===== config.mk =====
export PLATFORM = sky130hd
export DESIGN_NAME = irq_prio_ctrl
export DESIGN_NICKNAME = d
export VERILOG_FILES = /design/src/rtl/irqc_pkg.sv /design/src/rtl/irqc_trap_latch.sv /design/src/rtl/irqc_ctrl_regs.sv /design/src/rtl/irqc_arbiter.sv /design/src/rtl/irq_prio_ctrl.sv
export SDC_FILE = /design/constraint.sdc
export NUM_CORES = 1
export LEC_CHECK = 0
export ABC_AREA = 1
export BUFFER_PORTS_ARGS = -buffer_cell sky130_fd_sc_hd__buf_2
export CAP_MARGIN = 10
export CORE_UTILIZATION = 42
export DETAILED_ROUTE_END_ITERATION = 10
export HOLD_SLACK_MARGIN = 0.05
export PLACE_DENSITY = 0.76
export SLEW_MARGIN = 25
export SYNTH_ARGS = -nofsm -noshare
export SYNTH_HDL_FRONTEND = slang
export SYNTH_HIERARCHICAL = 1
export SYNTH_SLANG_ARGS = --single-unit

===== constraint.sdc =====
create_clock -name clk -period 1.3 [get_ports clk]
set_input_delay 0.26 -clock clk [delete_from_list [all_inputs] [get_ports clk]]
set_output_delay 0.26 -clock clk [all_outputs]
set_load 0.005 [all_outputs]

===== src/rtl/irqc_pkg.sv =====
package irqc_pkg;

    localparam int VEC_W   = 16;
    localparam int NUM_RST = 3;

    localparam logic [VEC_W-1:0] VEC_TRAP = 16'h0024;
    localparam logic [VEC_W-1:0] VEC_R75  = 16'h003C;
    localparam logic [VEC_W-1:0] VEC_R65  = 16'h0034;
    localparam logic [VEC_W-1:0] VEC_R55  = 16'h002C;

    typedef enum logic [2:0] {
        SRC_NONE = 3'd0,
        SRC_TRAP = 3'd1,
        SRC_R75  = 3'd2,
        SRC_R65  = 3'd3,
        SRC_R55  = 3'd4,
        SRC_GEN  = 3'd5
    } src_t;

    typedef struct packed {
        logic             take;
        logic [VEC_W-1:0] vec;
        logic             ack_n;
    } resp_t;

    localparam resp_t RESP_IDLE = '{take: 1'b0, vec: '0, ack_n: 1'b1};

    function automatic logic [VEC_W-1:0] vec_of(input src_t s);
        case (s)
            SRC_TRAP: vec_of = VEC_TRAP;
            SRC_R75:  vec_of = VEC_R75;
            SRC_R65:  vec_of = VEC_R65;
            SRC_R55:  vec_of = VEC_R55;
            default:  vec_of = '0;
        endcase
    endfunction

    function automatic src_t rst_src(input int idx);
        case (idx)
            2:       rst_src = SRC_R75;
            1:       rst_src = SRC_R65;
            default: rst_src = SRC_R55;
        endcase
    endfunction

endpackage


===== src/rtl/irqc_trap_latch.sv =====
module irqc_trap_latch (
    input  logic clk,
    input  logic rst,
    input  logic req,
    input  logic accept,
    output logic valid
);
    logic prev_q;
    logic pend_q;

    always_ff @(posedge clk) begin
        if (rst) begin
            prev_q <= 1'b0;
            pend_q <= 1'b0;
        end else begin
            prev_q <= req;
            if (req && !prev_q)
                pend_q <= 1'b1;
            else if (accept || !req)
                pend_q <= 1'b0;
        end
    end

    assign valid = pend_q && req;

    AST_TRAP_ONCE: assert property (@(posedge clk) disable iff (rst)
        accept |=> !pend_q);
    AST_TRAP_LEVEL: assert property (@(posedge clk) disable iff (rst)
        pend_q |-> $past(req));

endmodule


===== src/rtl/irqc_ctrl_regs.sv =====
module irqc_ctrl_regs #(
    parameter int NRST = irqc_pkg::NUM_RST
) (
    input  logic            clk,
    input  logic            rst,
    input  logic            mask_we,
    input  logic [NRST-1:0] mask_wdata,
    input  logic            ien_set,
    input  logic            ien_clr,
    input  logic            accept,
    output logic [NRST-1:0] mask_q,
    output logic            ien_q
);
    always_ff @(posedge clk) begin
        if (rst) begin
            mask_q <= '0;
            ien_q  <= 1'b0;
        end else begin
            if (mask_we)
                mask_q <= mask_wdata;
            if (accept || ien_clr)
                ien_q <= 1'b0;
            else if (ien_set)
                ien_q <= 1'b1;
        end
    end

    AST_IEN_SET: assert property (@(posedge clk) disable iff (rst)
        (ien_set && !ien_clr && !accept) |=> ien_q);
    AST_IEN_ACCEPT_CLR: assert property (@(posedge clk) disable iff (rst)
        accept |=> !ien_q);

endmodule


===== src/rtl/irqc_arbiter.sv =====
module irqc_arbiter
    import irqc_pkg::*;
#(
    parameter int NRST = NUM_RST
) (
    input  logic            trap_ok,
    input  logic [NRST-1:0] rst_req,
    input  logic [NRST-1:0] mask,
    input  logic            gen_req,
    input  logic            ien,
    output src_t            win
);
    logic [NRST-1:0] rst_ok;

    genvar g;
    generate
        for (g = 0; g < NRST; g++) begin : g_lane
            assign rst_ok[g] = rst_req[g] && !mask[g] && ien;
        end
    endgenerate

    always_comb begin
        win = SRC_NONE;
        if (gen_req && ien)
            win = SRC_GEN;
        for (int i = 0; i < NRST; i++) begin
            if (rst_ok[i])
                win = rst_src(i);
        end
        if (trap_ok)
            win = SRC_TRAP;
    end

    always_comb begin
        if (win == SRC_GEN)
            AST_GEN_LOWEST: assert (!trap_ok && rst_ok == '0);
    end

endmodule


===== src/rtl/irq_prio_ctrl.sv =====
module irq_prio_ctrl
    import irqc_pkg::*;
(
    input  logic        clk,
    input  logic        rst,
    input  logic        trap_req,
    input  logic        rst75_req,
    input  logic        rst65_req,
    input  logic        rst55_req,
    input  logic        gen_req,
    input  logic        mask_we,
    input  logic [2:0]  mask_wdata,
    input  logic        ien_set,
    input  logic        ien_clr,
    input  logic        boundary,
    output logic        irq_take,
    output logic [15:0] irq_vec,
    output logic        inta_n,
    output logic        ien_o
);
    logic                trap_ok;
    logic                accept;
    logic                trap_acc;
    logic [NUM_RST-1:0]  mask_q;
    logic [NUM_RST-1:0]  rst_lines;
    src_t                win;
    resp_t               resp_d;
    resp_t               resp_q;

    assign rst_lines = {rst75_req, rst65_req, rst55_req};
    assign accept    = boundary && (win != SRC_NONE);
    assign trap_acc  = boundary && (win == SRC_TRAP);

    irqc_trap_latch i_trap (
        .clk    (clk),
        .rst    (rst),
        .req    (trap_req),
        .accept (trap_acc),
        .valid  (trap_ok)
    );

    irqc_ctrl_regs #(.NRST(NUM_RST)) i_regs (
        .clk        (clk),
        .rst        (rst),
        .mask_we    (mask_we),
        .mask_wdata (mask_wdata),
        .ien_set    (ien_set),
        .ien_clr    (ien_clr),
        .accept     (accept),
        .mask_q     (mask_q),
        .ien_q      (ien_o)
    );

    irqc_arbiter #(.NRST(NUM_RST)) i_arb (
        .trap_ok (trap_ok),
        .rst_req (rst_lines),
        .mask    (mask_q),
        .gen_req (gen_req),
        .ien     (ien_o),
        .win     (win)
    );

    always_comb begin
        resp_d = RESP_IDLE;
        if (boundary) begin
            if (win == SRC_GEN) begin
                resp_d.ack_n = 1'b0;
            end else if (win != SRC_NONE) begin
                resp_d.take = 1'b1;
                resp_d.vec  = vec_of(win);
            end
        end
    end

    always_ff @(posedge clk) begin
        if (rst)
            resp_q <= RESP_IDLE;
        else
            resp_q <= resp_d;
    end

    assign irq_take = resp_q.take;
    assign irq_vec  = resp_q.vec;
    assign inta_n   = resp_q.ack_n;

    AST_ONE_RESPONSE: assert property (@(posedge clk) disable iff (rst)
        !(irq_take && !inta_n));
    AST_RESP_AFTER_BOUNDARY: assert property (@(posedge clk) disable iff (rst)
        (irq_take || !inta_n) |-> $past(boundary));
    AST_IEN_DROPS: assert property (@(posedge clk) disable iff (rst)
        (irq_take || !inta_n) |-> !ien_o);
    AST_MASK_HONOURED: assert property (@(posedge clk) disable iff (rst)
        (irq_take && irq_vec == VEC_R75) |-> !$past(mask_q[2]));

endmodule


==> out/qor.csv, run 1 <==
metric;value;unit
tritoncts;yes;
yosysTopAreaCell;dfxtp_1;
root_buffer;clkbuf_4;
r2r_slack;-0.01;ns
power_density;979;nW/µm²
p_int;0.537;mW
worstReg2RegEnd;i_trap/pend_q$_SDFFE_PP0P_;
async_flop_share;0;%
power.clock.fraction;31.7;%
post_synth_inst_count;89;
cts_max_path_buffers;2;
min_period_over_period;101;%
dr.pass1.iters;4;
swShare;27.0;%
chipHeight;39.9;µm
coreArea;1320;µm²
timing.fmax;763;MHz
place_area;689;µm²
drtIter0Drc;12;
antenna_found_initial;0;
cts_made_buffers;3;
r2r_start;i_regs/mask_q[1]$_SDFFE_PP0P_;
ir_drop;0.000603;V
p_leak;0.449;nW
clk_latency;0.26;ns
diodes;0;
wl_per_cell;8.45;µm
grt_start_max_net_pins;7;
grt_pass1_vias;393;
synthTopCellsByCount;17 x nand2_1, 16 x inv_1, 16 x nor2_1;
critPathKind;register to register;
grt_setup_unrepaired;yes;
drv_cap;0;
synth_edf_count;0;
final_hold_viol_count;0;
status;finished, violations left;
htree_levels;1;
ys_ff_latch;11;
synth_top_area_share;36.4;%
synth.yosys.warnings;6;
row_count;13;
arrival;1.51;ns
cp-start-kind;register;
fillers;123;
ff2ff_path_depth;8;
io_buffers;20;
yosysMostFrequentCell;nand2_1;
yosysUniqueCellTypes;16;
grtUsageTotal;14.8;%
drive_gt1_share;36.2;%
cp_max_fo;4;
whs_endpoint;i_regs/ien_q$_SDFFE_PP0P_;
die_w;39.9;µm
hold_class;input port to register;
hpwlAfterDp;802;µm
ios;33;
syn2layout_area_growth;24.2;%
clk_pin_slew;0.07;ns
grt_pass1_wl;1.55;mm
slew_violations;0;
cp.required;1.50;ns
hold_depth;4;
ys.flop_type;dfxtp_1;
dp_cells;125;
netlist_area;604;µm²
gp_congestion;0.767;
syn_area_per_cell;6.79;µm²
yosys-top-cells-area;dfxtp_1 36%, buf_4 16%, nand2_1 11%, inv_1 9.9%, nor2_1 9.9%;
finClkSkew;0.00324;ns
fin_area;751;µm²
min_period;1.31;ns
min_from;ien_clr;
p_sw;0.199;mW
setup_violations;1;
start_util;45.9;%
share_comb_of_total_power;19.0;%
stdcell_count;131;
routed_via_density;4.18;
critPathCaptureType;register;
ant_nets;0;
fp.dieArea;1590;µm²
wirelength;1.11;mm
layout.nets;131;
power_frac_seq;49.3;%
vias;548;
violations;setup timing;
fin_ws;-0.00983;ns
drc;0;
seq_area_frac_synth;36.4;%
hold_buffers;0;
gr-total-overflow;0;
clock-sinks;11;
per-layer routing:
| metal | vias up | share of wire [%] | track usage [%] |
|---|---|---|---|
| li1 | 295 | - | - |
| met4 | 0 | 1.4 | 10.3 |
| met5 | - | 0 | 0 |
| met1 | 235 | 47 | 18.0 |
| met2 | 16 | 47 | 22.6 |
| met3 | 2 | 4.4 | 3.89 |
state kept, by name (all words and copies together) (netlist names):
| signal | count |
|---|---|
| irq_vec | 3 |
| i_regs/ien_q | 1 |
| i_trap/prev_q | 1 |
| i_trap/pend_q | 1 |
| i_regs/mask_q | 3 |
| inta_n | 1 |
| irq_take | 1 |
repair_timing:
action	in CTS	in global routing
pin swaps	0	2
setup buffers	0	2
gates resized for setup	0	11
endpoints found under the setup margin	1	6
layout make-up:
class                           instances  area (µm²)  area share (%)
Multi-Input combinational cell         59         280            37.3
Sequential cell                        11         224            29.8
Tap cell                               15        18.8            2.50
Inverter                               17        63.8            8.50
Clock buffer                            4        26.3            3.50
Timing Repair Buffer                   25         138            18.3
kinds of logic (layout without fill, tap and decap cells):
group	count (synthesis)	count (layout)	synth area share [%]
simple gates	44	44	33.1
buf+inv	30	46	26.7
flops	11	11	36.4
compound gates	3	3	3.10
other cells	1	12	0.621
worst max-delay path: stages, from the launching register on:
cell and delay, ns:
dfxtp_2 0.32, nand3b_1 0.22, a21oi_2 0.29, inv_2 0.09, nand3_1 0.09, nor2_1 0.04
inv_1 0.05, nand2_1 0.05, a21oi_2 0.10
power groups by stage:
stage | combinational [mW] | clock, mW | sequential, mW
after floorplan | 0.0983 | 0 | 0.368
after global placement | 0.120 | 0 | 0.368
after detailed placement | 0.121 | 0 | 0.368
after CTS | 0.122 | 0.239 | 0.360
after global routing | 0.160 | 0.254 | 0.364
final | 0.140 | 0.233 | 0.362
per-stage QoR:
step	hold WS, ns	worst slack, ns	util [%]	total power [mW]	TNS (ns)
2_1_floorplan	0.365	0.0667	-	0.466	0
3_3_place_gp	0.405	0.0342	52.3	0.487	0
3_5_place_dp	0.410	0.0181	52.3	0.489	0
4_1_cts	0.208	-0.00274	54.3	0.721	-0.00274
5_1_grt	0.231	-0.0869	57.0	0.779	-0.254
6_report	0.206	-0.00983	57.0	0.735	-0.00983
how the worst max path moves through the flow:
stage                                   from                    endpoint  slack [ns]  cells after the start
2_1_floorplan      i_regs/ien_q$_SDFFE_PP0P_   i_regs/ien_q$_SDFFE_PP0P_        0.07                     10
3_3_place_gp                        trap_req   i_regs/ien_q$_SDFFE_PP0P_        0.03                     13
3_5_place_dp       i_regs/ien_q$_SDFFE_PP0P_   i_regs/ien_q$_SDFFE_PP0P_        0.02                      9
4_1_cts            i_regs/ien_q$_SDFFE_PP0P_  i_trap/pend_q$_SDFFE_PP0P_      -0.003                      8
5_1_grt            i_regs/ien_q$_SDFFE_PP0P_   i_regs/ien_q$_SDFFE_PP0P_       -0.09                     11
6_report       i_regs/mask_q[1]$_SDFFE_PP0P_  i_trap/pend_q$_SDFFE_PP0P_       -0.01                      8
layout by cell type, fill, tap and decap left out:
cell type / instances
clkbuf_1: 1
buf_2: 20
nor2_4: 2
nand3b_1: 3
dfxtp_2: 3
o21ai_1: 1
clkbuf_4: 3
nand4_1: 1
inv_2: 3
nand3_1: 4
conb_1: 12
dfxtp_1: 8
buf_4: 5
a21oi_2: 2
nor2_2: 1
nand2_1: 16
nand3_2: 1
inv_1: 14
nor2_1: 14
nand2_2: 2
No activity file was read; power rests on OpenSTA's default activity.
==> inputs of run 2 (changes only) <==
CORE_UTILIZATION = 41   (was 42)
PLACE_DENSITY = 0.75   (was 0.76)
==> run 2 against run 1 <==
  * The run still ends with setup timing left
  * Sequential share of layout area increased by 0.92 points
  * Clock-buffer cell count is the same
  * Worst hold slack gained 0.0019 ns
  * Final cell count is 2.3% lower
  * Largest cell class unchanged
==> out/qor.csv, run 2 (same netlist as run 1, synthesis figures left out) <==
metric;value;unit;change
status;finished, violations left;;unchanged
violations;setup timing;;unchanged
row_count;13;;unchanged
cp_num_buf_inv;2;;unchanged
grtUsageTotal;15.1;%;was 14.8%
cp_slowest_cell;dfxtp_1;;was dfxtp_2
cp_max_fo;4;;unchanged
ir_drop;0.000456;V;was 0.000603 V
grt_pass1_wl;1.54;mm;was 1.55 mm
hpwlAfterDp;777;µm;was 802 µm
min_period_over_period;104;%;was 101%
chipHeight;40.4;µm;was 39.9 µm
hold_buffers;0;;unchanged
clk_pin_slew;0.06;ns;was 0.07 ns
slew_violations;0;;unchanged
gp_congestion;0.738;;was 0.767
crit_chain;nand3b_1 -> a21oi_2 -> inv_1 -> nand3_1 -> nor2_1 -> inv_1 -> nand2_1 -> a21oi_2;;was nand3b_1 -> a21oi_2 -> inv_2 -> nand3_1 -> nor2_1 -> inv_1 -> nand2_1 -> a21oi_2
p_leak;0.435;nW;was 0.449 nW
ios;33;;unchanged
hold_class;input port to register;;unchanged
fin_ws;-0.0560;ns;was -0.00983 ns
swShare;26.0;%;was 27.0%
grt_pass1_vias;418;;was 393
syn2layout_area_growth;20.5;%;was 24.2%
max_stage_delay;0.31;ns;was 0.32 ns
grt_start_max_net_pins;7;;unchanged
critPathCaptureType;register;;unchanged
drc;0;;unchanged
dp_slack;-0.0517;ns;was 0.0181 ns
die_w;40.4;µm;was 39.9 µm
vias;548;;unchanged
stdcell_count;128;;was 131
power_density;972;nW/µm²;was 979 nW/µm²
clk_latency;0.27;ns;was 0.26 ns
root_buffer;clkbuf_4;;unchanged
diodes;0;;unchanged
final_hold_viol_count;0;;unchanged
fp.dieArea;1630;µm²;was 1590 µm²
htree_levels;1;;unchanged
power.clock.fraction;31.8;%;was 31.7%
arrival;1.57;ns;was 1.51 ns
clock-sinks;11;;unchanged
share_comb_of_total_power;17.4;%;was 19.0%
power_frac_seq;50.8;%;was 49.3%
mostFrequentLayoutCells;20 x buf_2, 16 x inv_1, 16 x nand2_1;;was 20 x buf_2, 16 x nand2_1, 14 x inv_1, 14 x nor2_1, 12 x conb_1
grt_setup_unrepaired;yes;;unchanged
final_common_cell;buf_2;;unchanged
critical_path.top_delay_family;simple AND/OR/NAND/NOR gates;;unchanged
timing.fmax;737;MHz;was 763 MHz
io_buffers;20;;unchanged
p_int;0.524;mW;was 0.537 mW
antenna_found_initial;0;;unchanged
drive_gt1_share;31.0;%;was 36.2%
p_sw;0.184;mW;was 0.199 mW
layout.nets;128;;was 131
setup_violations;3;;was 1
cts_made_buffers;3;;unchanged
gr-total-overflow;0;;unchanged
tns;-0.0776;ns;was -0.00983 ns
start_util;45.3;%;was 45.9%
drtIter0Drc;5;;was 12
coreArea;1330;µm²;was 1320 µm²
wl_per_cell;7.55;µm;was 8.45 µm
drv_cap;0;;unchanged
ant_nets;0;;unchanged
dp_cells;124;;was 125
critPathKind;register to register;;unchanged
final_core_util;54.6;%;was 57.0%
routed_via_density;4.28;;was 4.18
tritoncts;yes;;unchanged
finClkSkew;0.00420;ns;was 0.00324 ns
cp.required;1.51;ns;was 1.50 ns
dr.pass1.iters;4;;unchanged
wirelength;967;µm;was 1.11 mm
r2r_slack;-0.06;ns;was -0.01 ns
cts_max_path_buffers;2;;unchanged
cp-start-kind;register;;unchanged
min_period;1.36;ns;was 1.31 ns
[run 2: changes by cell type in the layout (fill, tap and decap cells not counted)]
cell     previous run  this run
o21ai_0             0         1
o21ai_1             1         0
inv_2               3         1
dfxtp_4             0         1
dfxtp_2             3         0
dfxtp_1             8        10
buf_4               5         2
inv_1              14        16
[run 2: layer usage]
layer / part of all wire, % / wire length, µm / vias to the layer above / track usage [%]
met5: 0 / 0 / - / 0
met4: 3.2 / 31 / 0 / 10.0
met3: 9.2 / 89 / 4 / 8.33
met2: 48 / 465 / 22 / 23.8
met1: 39 / 380 / 233 / 15.0
li1: - / - / 289 / -
[run 2: worst reg2reg max path: stages, from the launching register on]
cell and delay (ns):
dfxtp_1 0.31, nand3b_1 0.23, a21oi_2 0.28, inv_1 0.13, nand3_1 0.11, nor2_1 0.04
inv_1 0.05, nand2_1 0.05, a21oi_2 0.10
[run 2: stage by stage]
stage	hold slack, ns	total power [mW]	area, µm²
floorplan	0.365	0.466	646
global placement	0.405	0.480	682
detailed placement	0.409	0.483	682
CTS	0.204	0.713	716
global route	0.220	0.762	728
finish	0.208	0.708	728
[run 2: path summary, 6_finish.rpt]
| path | cells past startpoint | from | to |
|---|---|---|---|
| max | 8 | i_regs/mask_q[2]$_SDFFE_PP0P_ | i_trap/pend_q$_SDFFE_PP0P_ |
| min | 3 | ien_set | i_regs/ien_q$_SDFFE_PP0P_ |
| max reg2reg | 8 | i_regs/mask_q[2]$_SDFFE_PP0P_ | i_trap/pend_q$_SDFFE_PP0P_ |
| min reg2reg | 1 | i_trap/prev_q$_SDFF_PP0_ | i_trap/pend_q$_SDFFE_PP0P_ |
[run 2: power by group through the flow]
stage          combinational, mW  sequential [mW]  clock [mW]
2_1_floorplan             0.0983            0.368           0
3_3_place_gp               0.112            0.368           0
3_5_place_dp               0.114            0.369           0
4_1_cts                    0.117            0.361       0.235
5_1_grt                    0.146            0.362       0.254
6_report                   0.123            0.360       0.225
[run 2: cell type report]
cell class                      count  area (µm²)
Timing Repair Buffer               22         115
Tap cell                           15        18.8
Fill cell                         155         606
Inverter                           17        63.8
Multi-Input combinational cell     59         280
Sequential cell                    11         224
Clock buffer                        4        26.3
[run 2: timing repair]
item                                    CTS  global route
endpoints found under the setup margin    4             6
pin swaps                                 0             3
gates resized for setup                   3             4
buffers inserted                          0             0
endpoints found under the hold margin     0             0
==> inputs of run 3 (changes only) <==
RECOVER_POWER = 100   (was not set)
clock period = 1.5 ns   (was 1.3 ns; I/O delays follow)
==> run 3 against run 2 <==
  * Worst setup slack improved by 0.21 ns
  * Final cell count decreased by 0.78%
  * Register-to-register slack improved by 0.21 ns
  * Die area unchanged
  * Largest cell class unchanged
  * Via count decreased by 5.7%
  * Global-route usage decreased by 1.1 points
  * Highest routed layer unchanged
  * Maximum frequency increased by 0.78%
  * The run now ends clean
  * First-iteration DRC count decreased by 20%
  * Critical path type unchanged
  * Sequential cell count unchanged
  * Combinational power decreased by 24%
  * Wire length decreased by 4.0%
==> out/qor.csv, run 3 (same netlist as run 1, synthesis figures left out) <==
metric;value;unit;change
finClkSkew;0.00385;ns;was 0.00420 ns
grt_setup_unrepaired;no;;was yes
timing.fmax;743;MHz;was 737 MHz
cts_made_buffers;3;;unchanged
drtIter0Drc;4;;was 5
stdcell_count;127;;was 128
hold_buffers;0;;unchanged
arrival;1.55;ns;was 1.57 ns
tritoncts;yes;;unchanged
hold_class;input port to register;;unchanged
drc;0;;unchanged
antenna_found_initial;0;;unchanged
clock-sinks;11;;unchanged
drive_gt1_share;19.6;%;was 31.0%
r2r_slack;0.15;ns;was -0.06 ns
crit_chain;nand3b_1 -> a21oi_1 -> inv_1 -> nand3_1 -> nor2_1 -> inv_1 -> nand2_1 -> a21oi_2;;was nand3b_1 -> a21oi_2 -> inv_1 -> nand3_1 -> nor2_1 -> inv_1 -> nand2_1 -> a21oi_2
r2r_start;i_regs/ien_q$_SDFFE_PP0P_;;was i_regs/mask_q[2]$_SDFFE_PP0P_
ff2ff_path_depth;8;;unchanged
start_util;45.3;%;unchanged
dr.pass1.iters;3;;was 4
final_common_cell;nand2_1;;was buf_2
grt_start_max_net_pins;7;;unchanged
cts_max_path_buffers;2;;unchanged
cp_slowest_cell;dfxtp_2;;was dfxtp_1
diodes;0;;unchanged
io_buffers;20;;unchanged
critPathKind;register to register;;unchanged
htree_levels;1;;unchanged
drv_cap;0;;unchanged
status;completed;;was finished, violations left
hold_depth;3;;unchanged
min_period_over_period;89.7;%;was 104%
chipHeight;40.4;µm;unchanged
root_buffer;clkbuf_4;;unchanged
tns;0;ns;was -0.0776 ns
ant_nets;0;;unchanged
max_stage_delay;0.37;ns;was 0.31 ns
dp_slack;0.135;ns;was -0.0517 ns
setup_violations;0;;was 3
grt_pass1_wl;1.39;mm;was 1.54 mm
layout.nets;127;;was 128
die_w;40.4;µm;unchanged
cp-start-kind;register;;unchanged
cp_max_fo;6;;was 4
gr-total-overflow;0;;unchanged
min_from;ien_set;;unchanged
routed_via_density;4.07;;was 4.28
final_hold_viol_count;0;;unchanged
grtUsageTotal;14.0;%;was 15.1%
fp.dieArea;1630;µm²;unchanged
dp_cells;123;;was 124
power;0.606;mW;was 0.708 mW
p_leak;0.398;nW;was 0.435 nW
fillers;149;;was 155
wl_per_cell;7.31;µm;was 7.55 µm
whs_endpoint;i_regs/ien_q$_SDFFE_PP0P_;;unchanged
critPathCaptureType;register;;unchanged
mostFrequentLayoutCells;17 x nand2_1, 16 x inv_1, 15 x nor2_1;;was 20 x buf_2, 16 x inv_1, 16 x nand2_1
vias;517;;was 548
ios;33;;unchanged
clk_pin_slew;0.06;ns;about the same
coreArea;1330;µm²;unchanged
cp.required;1.71;ns;was 1.51 ns
syn2layout_area_growth;13.7;%;was 20.5%
wirelength;928;µm;was 967 µm
hpwlAfterDp;741;µm;was 777 µm
gp_congestion;0.742;;was 0.738
power_density;883;nW/µm²;was 972 nW/µm²
ir_drop;0.000566;V;was 0.000456 V
slew_violations;0;;unchanged
row_count;13;;unchanged
fin_ws;0.155;ns;was -0.0560 ns
worst_path_most_repeated_cell;inv_1;;
min_period;1.35;ns;was 1.36 ns
clk_latency;0.27;ns;about the same
worstReg2RegEnd;i_trap/pend_q$_SDFFE_PP0P_;;unchanged
grt_pass1_vias;350;;was 418
[run 3: changes by cell type in the layout (fill, tap and decap cells not counted), sizes merged]
cell    previous run  this run
buf               22        14
clkbuf             4        11
[run 3: worst max-delay path by stage]
stage	startpoint	endpoint	slack, ns	cells after the start
after global placement	trap_req	i_regs/ien_q$_SDFFE_PP0P_	0.17	13
after global routing	i_regs/ien_q$_SDFFE_PP0P_	i_regs/ien_q$_SDFFE_PP0P_	0.05	10
after CTS	i_regs/ien_q$_SDFFE_PP0P_	i_regs/ien_q$_SDFFE_PP0P_	0.12	10
final	i_regs/ien_q$_SDFFE_PP0P_	i_trap/pend_q$_SDFFE_PP0P_	0.15	8
after detailed placement	i_regs/ien_q$_SDFFE_PP0P_	i_regs/ien_q$_SDFFE_PP0P_	0.14	10
after floorplan	i_regs/ien_q$_SDFFE_PP0P_	i_regs/ien_q$_SDFFE_PP0P_	0.27	10
[run 3: power by group]
group | internal, mW | switching, mW
combinational | 0.0379 | 0.0560
sequential | 0.306 | 0.00683
clock | 0.103 | 0.0963
[run 3: layer usage]
layer / global-route usage (%) / routed length, µm / up-vias
li1: - / - / 286
met1: 14.4 / 421 / 204
met2: 19.4 / 388 / 22
met3: 10.0 / 85 / 5
met4: 10.0 / 34 / 0
met5: 0 / 0 / -
[run 3: cell type report]
| type | instances | area (µm²) | area share [%] |
|---|---|---|---|
| repair buffers | 21 | 95.1 | 13.8 |
| clock buffers | 4 | 26.3 | 3.83 |
| inverters | 17 | 63.8 | 9.29 |
| flip-flops and latches | 11 | 221 | 32.2 |
| multi-input cells | 59 | 262 | 38.1 |
| well taps | 15 | 18.8 | 2.73 |
[run 3: stage by stage]
stage	hold slack [ns]	area [µm²]	utilization, %
floorplan	0.402	646	-
global placement	0.405	674	50.6
detailed placement	0.409	674	50.6
CTS	0.240	701	52.5
global route	0.240	687	51.5
finish	0.243	687	51.5
[run 3: critical path, delay by kind of cell, from the launching register on]
kind | cells | cell delay, ns
DFF | 1 | 0.37
and+or+nand+nor | 4 | 0.32
buffers and inverters | 2 | 0.19
AOI/OAI and AO/OA | 2 | 0.40
[run 3: repair_timing]
item | in CTS | in global routing
gates resized for setup | 0 | 2
hold endpoints to repair | 0 | 0
setup endpoints to repair | 0 | 1
buffers inserted | 0 | 0
